==> src/rtl/osp_pkg.sv <==
// Package: shared types for the triggered delayed one-shot generator.
// Assumes: the edge-select field is two bits wide.
package osp_pkg;
    typedef enum logic [1:0] {
        EDGE_FALL = 2'b00,
        EDGE_RISE = 2'b01,
        EDGE_BOTH = 2'b10,
        EDGE_RSVD = 2'b11
    } edge_sel_e;
endpackage

==> src/rtl/osp_trig_sync.sv <==
// Trigger synchronizer and edge detector.
// Brings trig_in into the clock domain through STAGES flops. A further flop
// holds the previous level. One-cycle trig_evt on the selected edge.
// Assumes: STAGES >= 2; the reserved select code behaves as falling.
module osp_trig_sync #(
    parameter int STAGES = 2
) (
    input  logic                clk,
    input  logic                rst_n,
    input  logic                trig_in,
    input  osp_pkg::edge_sel_e  edge_sel,
    output logic                trig_evt
);
    localparam int LAST = STAGES - 1;

    logic [STAGES-1:0] sync_q;
    logic              prev_q;
    logic              rise_w;
    logic              fall_w;

    // Shift the raw input through the synchronizer chain
    always_ff @(posedge clk) begin
        if (!rst_n) sync_q <= '0;
        else        sync_q <= {sync_q[STAGES-2:0], trig_in};
    end

    // Remember the previous synchronized level for edge detection
    always_ff @(posedge clk) begin
        if (!rst_n) prev_q <= 1'b0;
        else        prev_q <= sync_q[LAST];
    end

    // Pick the qualifying edge according to the select code
    always_comb begin
        rise_w = sync_q[LAST] & ~prev_q;
        fall_w = ~sync_q[LAST] & prev_q;
        unique case (edge_sel)
            osp_pkg::EDGE_RISE: trig_evt = rise_w;
            osp_pkg::EDGE_BOTH: trig_evt = rise_w | fall_w;
            default:            trig_evt = fall_w;
        endcase
    end


    evt_single_chk: assert property (@(posedge clk) disable iff (!rst_n)
        (trig_evt && edge_sel != osp_pkg::EDGE_BOTH) |=> !trig_evt);
endmodule

==> src/rtl/osp_delay_chan.sv <==
// Delay channel: waits for a trigger while enabled, loads load_val, counts
// down on ticks. Its terminal event (count zero on a tick) is output at once
// for the width channel and is also registered as done_stb.
// Assumes: arm has priority; blocked holds off triggers while the width
// channel is busy.
module osp_delay_chan #(
    parameter int CNT_W = 16
) (
    input  logic             clk,
    input  logic             rst_n,
    input  logic             en,
    input  logic             arm,
    input  logic             tick,
    input  logic             trig_req,
    input  logic             blocked,
    input  logic [CNT_W-1:0] load_val,
    output logic [CNT_W-1:0] cnt,
    output logic             busy,
    output logic             term,
    output logic             done_stb
);
    logic [CNT_W-1:0] cnt_q;
    logic             busy_q;
    logic             done_q;
    logic             accept_w;

    // Terminal event and trigger acceptance
    always_comb begin
        term     = en && busy_q && tick && (cnt_q == '0);
        accept_w = en && trig_req && !busy_q && !blocked;
    end

    // Counter state: arm, load on trigger, count down, stop at zero
    always_ff @(posedge clk) begin
        if (!rst_n) begin
            cnt_q  <= '0;
            busy_q <= 1'b0;
        end else if (arm) begin
            busy_q <= 1'b0;
        end else if (accept_w) begin
            cnt_q  <= load_val;
            busy_q <= 1'b1;
        end else if (en && busy_q && tick) begin
            if (cnt_q == '0) busy_q <= 1'b0;
            else             cnt_q  <= cnt_q - 1'b1;
        end
    end

    // Register the completion strobe
    always_ff @(posedge clk) begin
        if (!rst_n) done_q <= 1'b0;
        else        done_q <= term;
    end

    assign cnt      = cnt_q;
    assign busy     = busy_q;
    assign done_stb = done_q;


    hold_no_tick_chk: assert property (@(posedge clk) disable iff (!rst_n)
        (busy_q && !tick) |=> $stable(cnt_q));

    done_one_cycle_chk: assert property (@(posedge clk) disable iff (!rst_n)
        done_q |=> !done_q);

    done_idle_chk: assert property (@(posedge clk) disable iff (!rst_n)
        done_q |-> !busy_q);
endmodule

==> src/rtl/osp_width_chan.sv <==
// Width channel: launched by the delay terminal event, loads load_val.
// It spends one tick reaching the active phase, then W ticks active, then
// stops with the count at zero. A width of zero never goes active.
// Assumes: launch cannot arrive while busy (triggers are blocked then).
module osp_width_chan #(
    parameter int CNT_W = 16
) (
    input  logic             clk,
    input  logic             rst_n,
    input  logic             en,
    input  logic             arm,
    input  logic             tick,
    input  logic             launch,
    input  logic [CNT_W-1:0] load_val,
    output logic [CNT_W-1:0] cnt,
    output logic             busy,
    output logic             active
);
    localparam logic [CNT_W-1:0] ONE = CNT_W'(1);

    logic [CNT_W-1:0] cnt_q;
    logic             busy_q;
    logic             act_q;

    // Launch, activation tick, countdown and end of pulse
    always_ff @(posedge clk) begin
        if (!rst_n) begin
            cnt_q  <= '0;
            busy_q <= 1'b0;
            act_q  <= 1'b0;
        end else if (arm) begin
            busy_q <= 1'b0;
            act_q  <= 1'b0;
        end else if (en && launch) begin
            cnt_q  <= load_val;
            busy_q <= (load_val != '0);
            act_q  <= 1'b0;
        end else if (en && busy_q && tick) begin
            if (!act_q) begin
                act_q <= 1'b1;
            end else begin
                cnt_q <= cnt_q - 1'b1;
                if (cnt_q == ONE) begin
                    act_q  <= 1'b0;
                    busy_q <= 1'b0;
                end
            end
        end
    end

    assign cnt    = cnt_q;
    assign busy   = busy_q;
    assign active = act_q;


    launch_inactive_chk: assert property (@(posedge clk) disable iff (!rst_n)
        launch |=> !act_q);

    rise_needs_busy_chk: assert property (@(posedge clk) disable iff (!rst_n)
        $rose(act_q) |-> busy_q);
endmodule

==> src/rtl/oneshot_delay_pulse.sv <==
// Top of the triggered delayed one-shot generator.
// Holds the run flag and the configuration registers, which can be written
// only while stopped. Chains the delay and width channels and drives the
// output pin with polarity and software override.
// Assumes: strobes are single-cycle; stop wins over start.
module oneshot_delay_pulse #(
    parameter int CNT_W       = 16,
    parameter int SYNC_STAGES = 2
) (
    input  logic             clk,
    input  logic             rst_n,
    input  logic             tick,
    input  logic             trig_in,
    input  logic [1:0]       edge_sel,
    input  logic             start_stb,
    input  logic             stop_stb,
    input  logic             sw_kick,
    input  logic             cfg_we,
    input  logic [CNT_W-1:0] cfg_delay,
    input  logic [CNT_W-1:0] cfg_width,
    input  logic             cfg_act_low,
    input  logic             out_en,
    input  logic             sw_level,
    output logic             done_stb,
    output logic             running,
    output logic [CNT_W-1:0] delay_cnt,
    output logic [CNT_W-1:0] width_cnt,
    output logic             pulse_out
);
    logic             run_q;
    logic [CNT_W-1:0] cfg_delay_q;
    logic [CNT_W-1:0] cfg_width_q;
    logic             cfg_act_low_q;
    logic             en_w;
    logic             arm_w;
    logic             ext_evt;
    logic             dly_busy;
    logic             dly_term;
    logic             wid_busy;
    logic             wid_act;

    // Channel enable drops in the stop cycle; arm needs start without stop
    always_comb begin
        en_w  = run_q && !stop_stb;
        arm_w = start_stb && !stop_stb;
    end

    // Run flag shared by both channels
    always_ff @(posedge clk) begin
        if (!rst_n)        run_q <= 1'b0;
        else if (stop_stb) run_q <= 1'b0;
        else if (start_stb) run_q <= 1'b1;
    end

    // Configuration registers, locked while running
    always_ff @(posedge clk) begin
        if (!rst_n) begin
            cfg_delay_q   <= '0;
            cfg_width_q   <= '0;
            cfg_act_low_q <= 1'b0;
        end else if (cfg_we && !run_q) begin
            cfg_delay_q   <= cfg_delay;
            cfg_width_q   <= cfg_width;
            cfg_act_low_q <= cfg_act_low;
        end
    end

    osp_trig_sync #(.STAGES(SYNC_STAGES)) trig_i (
        .clk      (clk),
        .rst_n    (rst_n),
        .trig_in  (trig_in),
        .edge_sel (osp_pkg::edge_sel_e'(edge_sel)),
        .trig_evt (ext_evt)
    );

    osp_delay_chan #(.CNT_W(CNT_W)) dly_i (
        .clk      (clk),
        .rst_n    (rst_n),
        .en       (en_w),
        .arm      (arm_w),
        .tick     (tick),
        .trig_req (ext_evt || sw_kick),
        .blocked  (wid_busy),
        .load_val (cfg_delay_q),
        .cnt      (delay_cnt),
        .busy     (dly_busy),
        .term     (dly_term),
        .done_stb (done_stb)
    );

    osp_width_chan #(.CNT_W(CNT_W)) wid_i (
        .clk      (clk),
        .rst_n    (rst_n),
        .en       (en_w),
        .arm      (arm_w),
        .tick     (tick),
        .launch   (dly_term),
        .load_val (cfg_width_q),
        .cnt      (width_cnt),
        .busy     (wid_busy),
        .active   (wid_act)
    );

    // Output pin: polarity applied to pulse state, or software level
    always_comb begin
        pulse_out = out_en ? (wid_act ^ cfg_act_low_q) : sw_level;
    end

    assign running = run_q;


    freeze_chk: assert property (@(posedge clk) disable iff (!rst_n)
        (stop_stb || (!run_q && !start_stb))
            |=> ($stable(delay_cnt) && $stable(width_cnt) && $stable(wid_act)));

    cfg_lock_chk: assert property (@(posedge clk) disable iff (!rst_n)
        run_q |=> ($stable(cfg_delay_q) && $stable(cfg_width_q) && $stable(cfg_act_low_q)));

    busy_exclusive_chk: assert property (@(posedge clk) disable iff (!rst_n)
        !(dly_busy && wid_busy));
endmodule

==> config.mk <==
export PLATFORM = sky130hd
export DESIGN_NAME = oneshot_delay_pulse
export DESIGN_NICKNAME = d
export VERILOG_FILES = /design/src/rtl/osp_pkg.sv /design/src/rtl/osp_trig_sync.sv /design/src/rtl/osp_delay_chan.sv /design/src/rtl/osp_width_chan.sv /design/src/rtl/oneshot_delay_pulse.sv
export SDC_FILE = /design/constraint.sdc
export NUM_CORES = 1
export LEC_CHECK = 0
export ABC_CLOCK_PERIOD_IN_PS = 2700
export BUFFER_PORTS_ARGS = -buffer_cell sky130_fd_sc_hd__buf_2
export CAP_MARGIN = 20
export CORE_MARGIN = 3
export CORE_UTILIZATION = 57
export CTS_BUF_LIST = sky130_fd_sc_hd__clkbuf_4 sky130_fd_sc_hd__clkbuf_8
export CTS_CLUSTER_DIAMETER = 30
export DETAILED_ROUTE_END_ITERATION = 10
export PLACE_DENSITY = 0.9
export SYNTH_ARGS = -nofsm -noshare
export SYNTH_HDL_FRONTEND = slang
export SYNTH_SLANG_ARGS = --single-unit
==> constraint.sdc <==
create_clock -name clk -period 2.7 [get_ports clk]
set_input_delay 0.54 -clock clk [delete_from_list [all_inputs] [get_ports clk]]
set_output_delay 0.54 -clock clk [all_outputs]
set_load 0.05 [all_outputs]
==> metrics.yaml <==
slowest_stage: "and2_1"
dp_hpwl_um: 7630
fp-row-count: 29
synth-compound-area-share_pct: 20.5
fmax_ghz: 0.421
syn_inst: 476
crit_chain: "nor4_4, and2_1, nand3_4, and3_1, nor4_1"
h-tree-depth: 3
post_cts_buffers: 0
core_mm2: 0.00642
finalHoldViolCount: 0
syn_nets: 529
yosysSeqAreaShare_pct: 38.2
post_drt_wl_per_cell_um: 17.3
root_buffer: "clkbuf_8"
maxSlewHeadroom_pct: 56.6
r2r_slack_ns: 0.33
nets: 602
die_area_mm2: 0.00773
cap_viol_max_count: 0
r2r-start: "dly_i.cnt[7]$_SDFFE_PN0P_"
timing.rr.end: "wid_i.cnt[11]$_SDFFE_PN0P_"
tritoncts: "yes"
ys_ff_latch: 73
min_period_ns: 2.37
grt_pass1_vias: 3563
crit_path_end: "wid_i.cnt[11]$_SDFFE_PN0P_"
clock_latency_ns: 0.35
layout_setup_ws_ns: 0.327
min_path_type: "primary input to register"
hold_buffers: 0
wl_um: 10900
synthesis.area_mm2: 0.00383
yosysMostFrequentCell: "nand2_1"
cts_buffer_depth: 2
yosys_warnings: 0
synth_cell_types: 66
synth_area_per_cell_um2: 8.04
dp_slack_ns: 0.251
worst_clock_skew_ns: 0.00861
nFillCells: 512
clkTransAtPathRegs_ns: 0.08
clkPwrFrac_pct: 42.7
start_util_pct: 59.6
drive_above_1_share_pct: 22.0
max-vdd-ir-drop_v: 0.000384
synth_area_leaders: "dfxtp_1 (38%), nand2_1 (9.1%), a21oi_1 (7.2%)"
crit_required_ns: 2.95
path_max_fanout: 26
power_density_mw_per_mm2: 554
num_vias: 3954
timing.hold.ws_ns: 0.391
yosys.area.top_type_share_pct: 38.2
viasPerCell: 6.27
worstPathArrival_ns: 2.63
critPathLaunchType: "register"
drc_errors: 0
grt_overflow: 0
grt_max_degree: 34
syn2layout_area_growth_pct: 17.9
synth_top_family_by_area: "simple AND/OR/NAND/NOR gates"
synth_area_leader_cell: "dfxtp_1"
synth_enable_flop_cells: 0
rsz0062_at_grt: "no"
fp.dieH_um: 87.9
status: "finished clean"
antenna_found_initial: 0
switching_share_pct: 25.5
antenna_cells: 0
async_flop_share_pct: 0
startpoint: "dly_i.cnt[7]$_SDFFE_PN0P_"
dieWidth_um: 87.9
synthFlopType: "dfxtp_1"
cts.sinks: 73
timing.setup.tns_ns: 0
worstMarginPinSlew_ns: 0.651
pwr-share-comb_pct: 11.4
drv_slew: 0
cp-end-kind: "register"
yosys-top-cells-count: "nand2_1 (93), dfxtp_1 (73), a21oi_1 (55)"
synthAdderAreaFrac_pct: 2.62
synth-simple-area-share_pct: 30.4
grt_pass1_wl_um: 17400
gp_congestion: 0.946
switchingPower_uw: 637
ant_nets: 0
ff2ff_path_depth: 5
drt_iter0_drc: 554
cts_resized: 0
setup_viol: 0
ios: 80
cts_buffers: 9
synth_mux_area_share_pct: 1.83
period_share_pct: 87.9
critical_path.max_stage_delay_ns: 0.47
hold_depth: 2
synthXorXnorAreaFrac_pct: 1.14
portBuffers: 79
grt_use_total_pct: 28.7
worstSetupPathType: "register to register"
p_int_uw: 1860
firstDrtPassIters: 6
seqPwrFrac_pct: 45.8
power.leakage_uw: 0.00198
-- critical path: cells and delay by family (launching register included) --
family,cells,cell delay (ns)
DFF,1,0.40
and+or+nand+nor,5,1.86
-- metal layers --
| layer | GRT usage [%] | wire, um | vias to the layer above |
|---|---|---|---|
| met5 | 0 | 0 | - |
| met4 | 12.6 | 328 | 0 |
| met3 | 6.30 | 1040 | 40 |
| met2 | 45.1 | 5110 | 241 |
| met1 | 37.9 | 4410 | 1798 |
| li1 | - | - | 1875 |
-- power groups by stage --
stage / Combinational, uW / Sequential, uW / Clock, uW
finish: 285 / 1150 / 1070
global route: 311 / 1150 / 1120
CTS: 281 / 1140 / 1070
detailed placement: 278 / 1170 / 0
global placement: 270 / 1170 / 0
floorplan: 180 / 1170 / 0
-- area by class of cell --
| type | count | area (um2) | share of cell area (%) |
|---|---|---|---|
| multi-input cells | 359 | 2160 | 48.0 |
| flip-flops and latches | 73 | 1460 | 32.4 |
| repair buffers | 91 | 485 | 10.8 |
| clock buffers | 11 | 145 | 3.22 |
| clock inverters | 5 | 103 | 2.27 |
| well taps | 77 | 96.3 | 2.14 |
| inverters | 15 | 56.3 | 1.25 |
-- layout by cell type, fill, tap and decap left out, drive strengths merged, types with 7 or more instances in the layout --
| master | n |
|---|---|
| clkbuf | 11 |
| nor4 | 14 |
| nor2 | 27 |
| o22ai | 8 |
| nand2 | 93 |
| and2 | 9 |
| mux2i | 7 |
| dfxtp | 73 |
| o21ai | 9 |
| inv | 15 |
| ha | 8 |
| nand4 | 10 |
| nand3 | 12 |
| nor3 | 18 |
| buf | 91 |
| a21oi | 55 |
-- cells by family (layout without fill, tap and decap cells) --
logic type	Yosys count	in the layout
AOI/OAI and AO/OA	118	118
xor gates and xnor gates	5	5
adders and majority gates	8	8
buffers and inverters	44	122
DFF	73	73
muxes	7	7
and+or+nand+nor	221	221
-- flip-flops by register name (all words and copies together), names as in the netlist --
name and count:
dly_i.busy 1, wid_i.cnt 16, trig_i.prev_q 1, cfg_width_q 16
dly_i.done_stb 1, cfg_act_low_q 1, running 1, wid_i.busy 1
cfg_delay_q 16, wid_i.active 1, trig_i.sync_q 2, dly_i.cnt 16
-- worst min-delay path by stage --
stage	start	end
after global placement	trig_i.sync_q[0]$_SDFF_PN0_	trig_i.sync_q[1]$_SDFF_PN0_
final	trig_in	trig_i.sync_q[0]$_SDFF_PN0_
after global routing	trig_in	trig_i.sync_q[0]$_SDFF_PN0_
after floorplan	trig_i.sync_q[0]$_SDFF_PN0_	trig_i.sync_q[1]$_SDFF_PN0_
after CTS	trig_in	trig_i.sync_q[0]$_SDFF_PN0_
after detailed placement	trig_i.sync_q[0]$_SDFF_PN0_	trig_i.sync_q[1]$_SDFF_PN0_
-- per-stage QoR --
stage | std cells | total power (uW) | area, um2 | util, %
floorplan | 476 | 1350 | 3830 | -
global placement | 615 | 1440 | 4260 | 66.4
detailed placement | 615 | 1450 | 4260 | 66.4
CTS | 631 | 2490 | 4510 | 70.2
global route | 631 | 2580 | 4510 | 70.2
finish | 631 | 2500 | 4510 | 70.2
No activity file was read; power rests on OpenSTA's default activity.
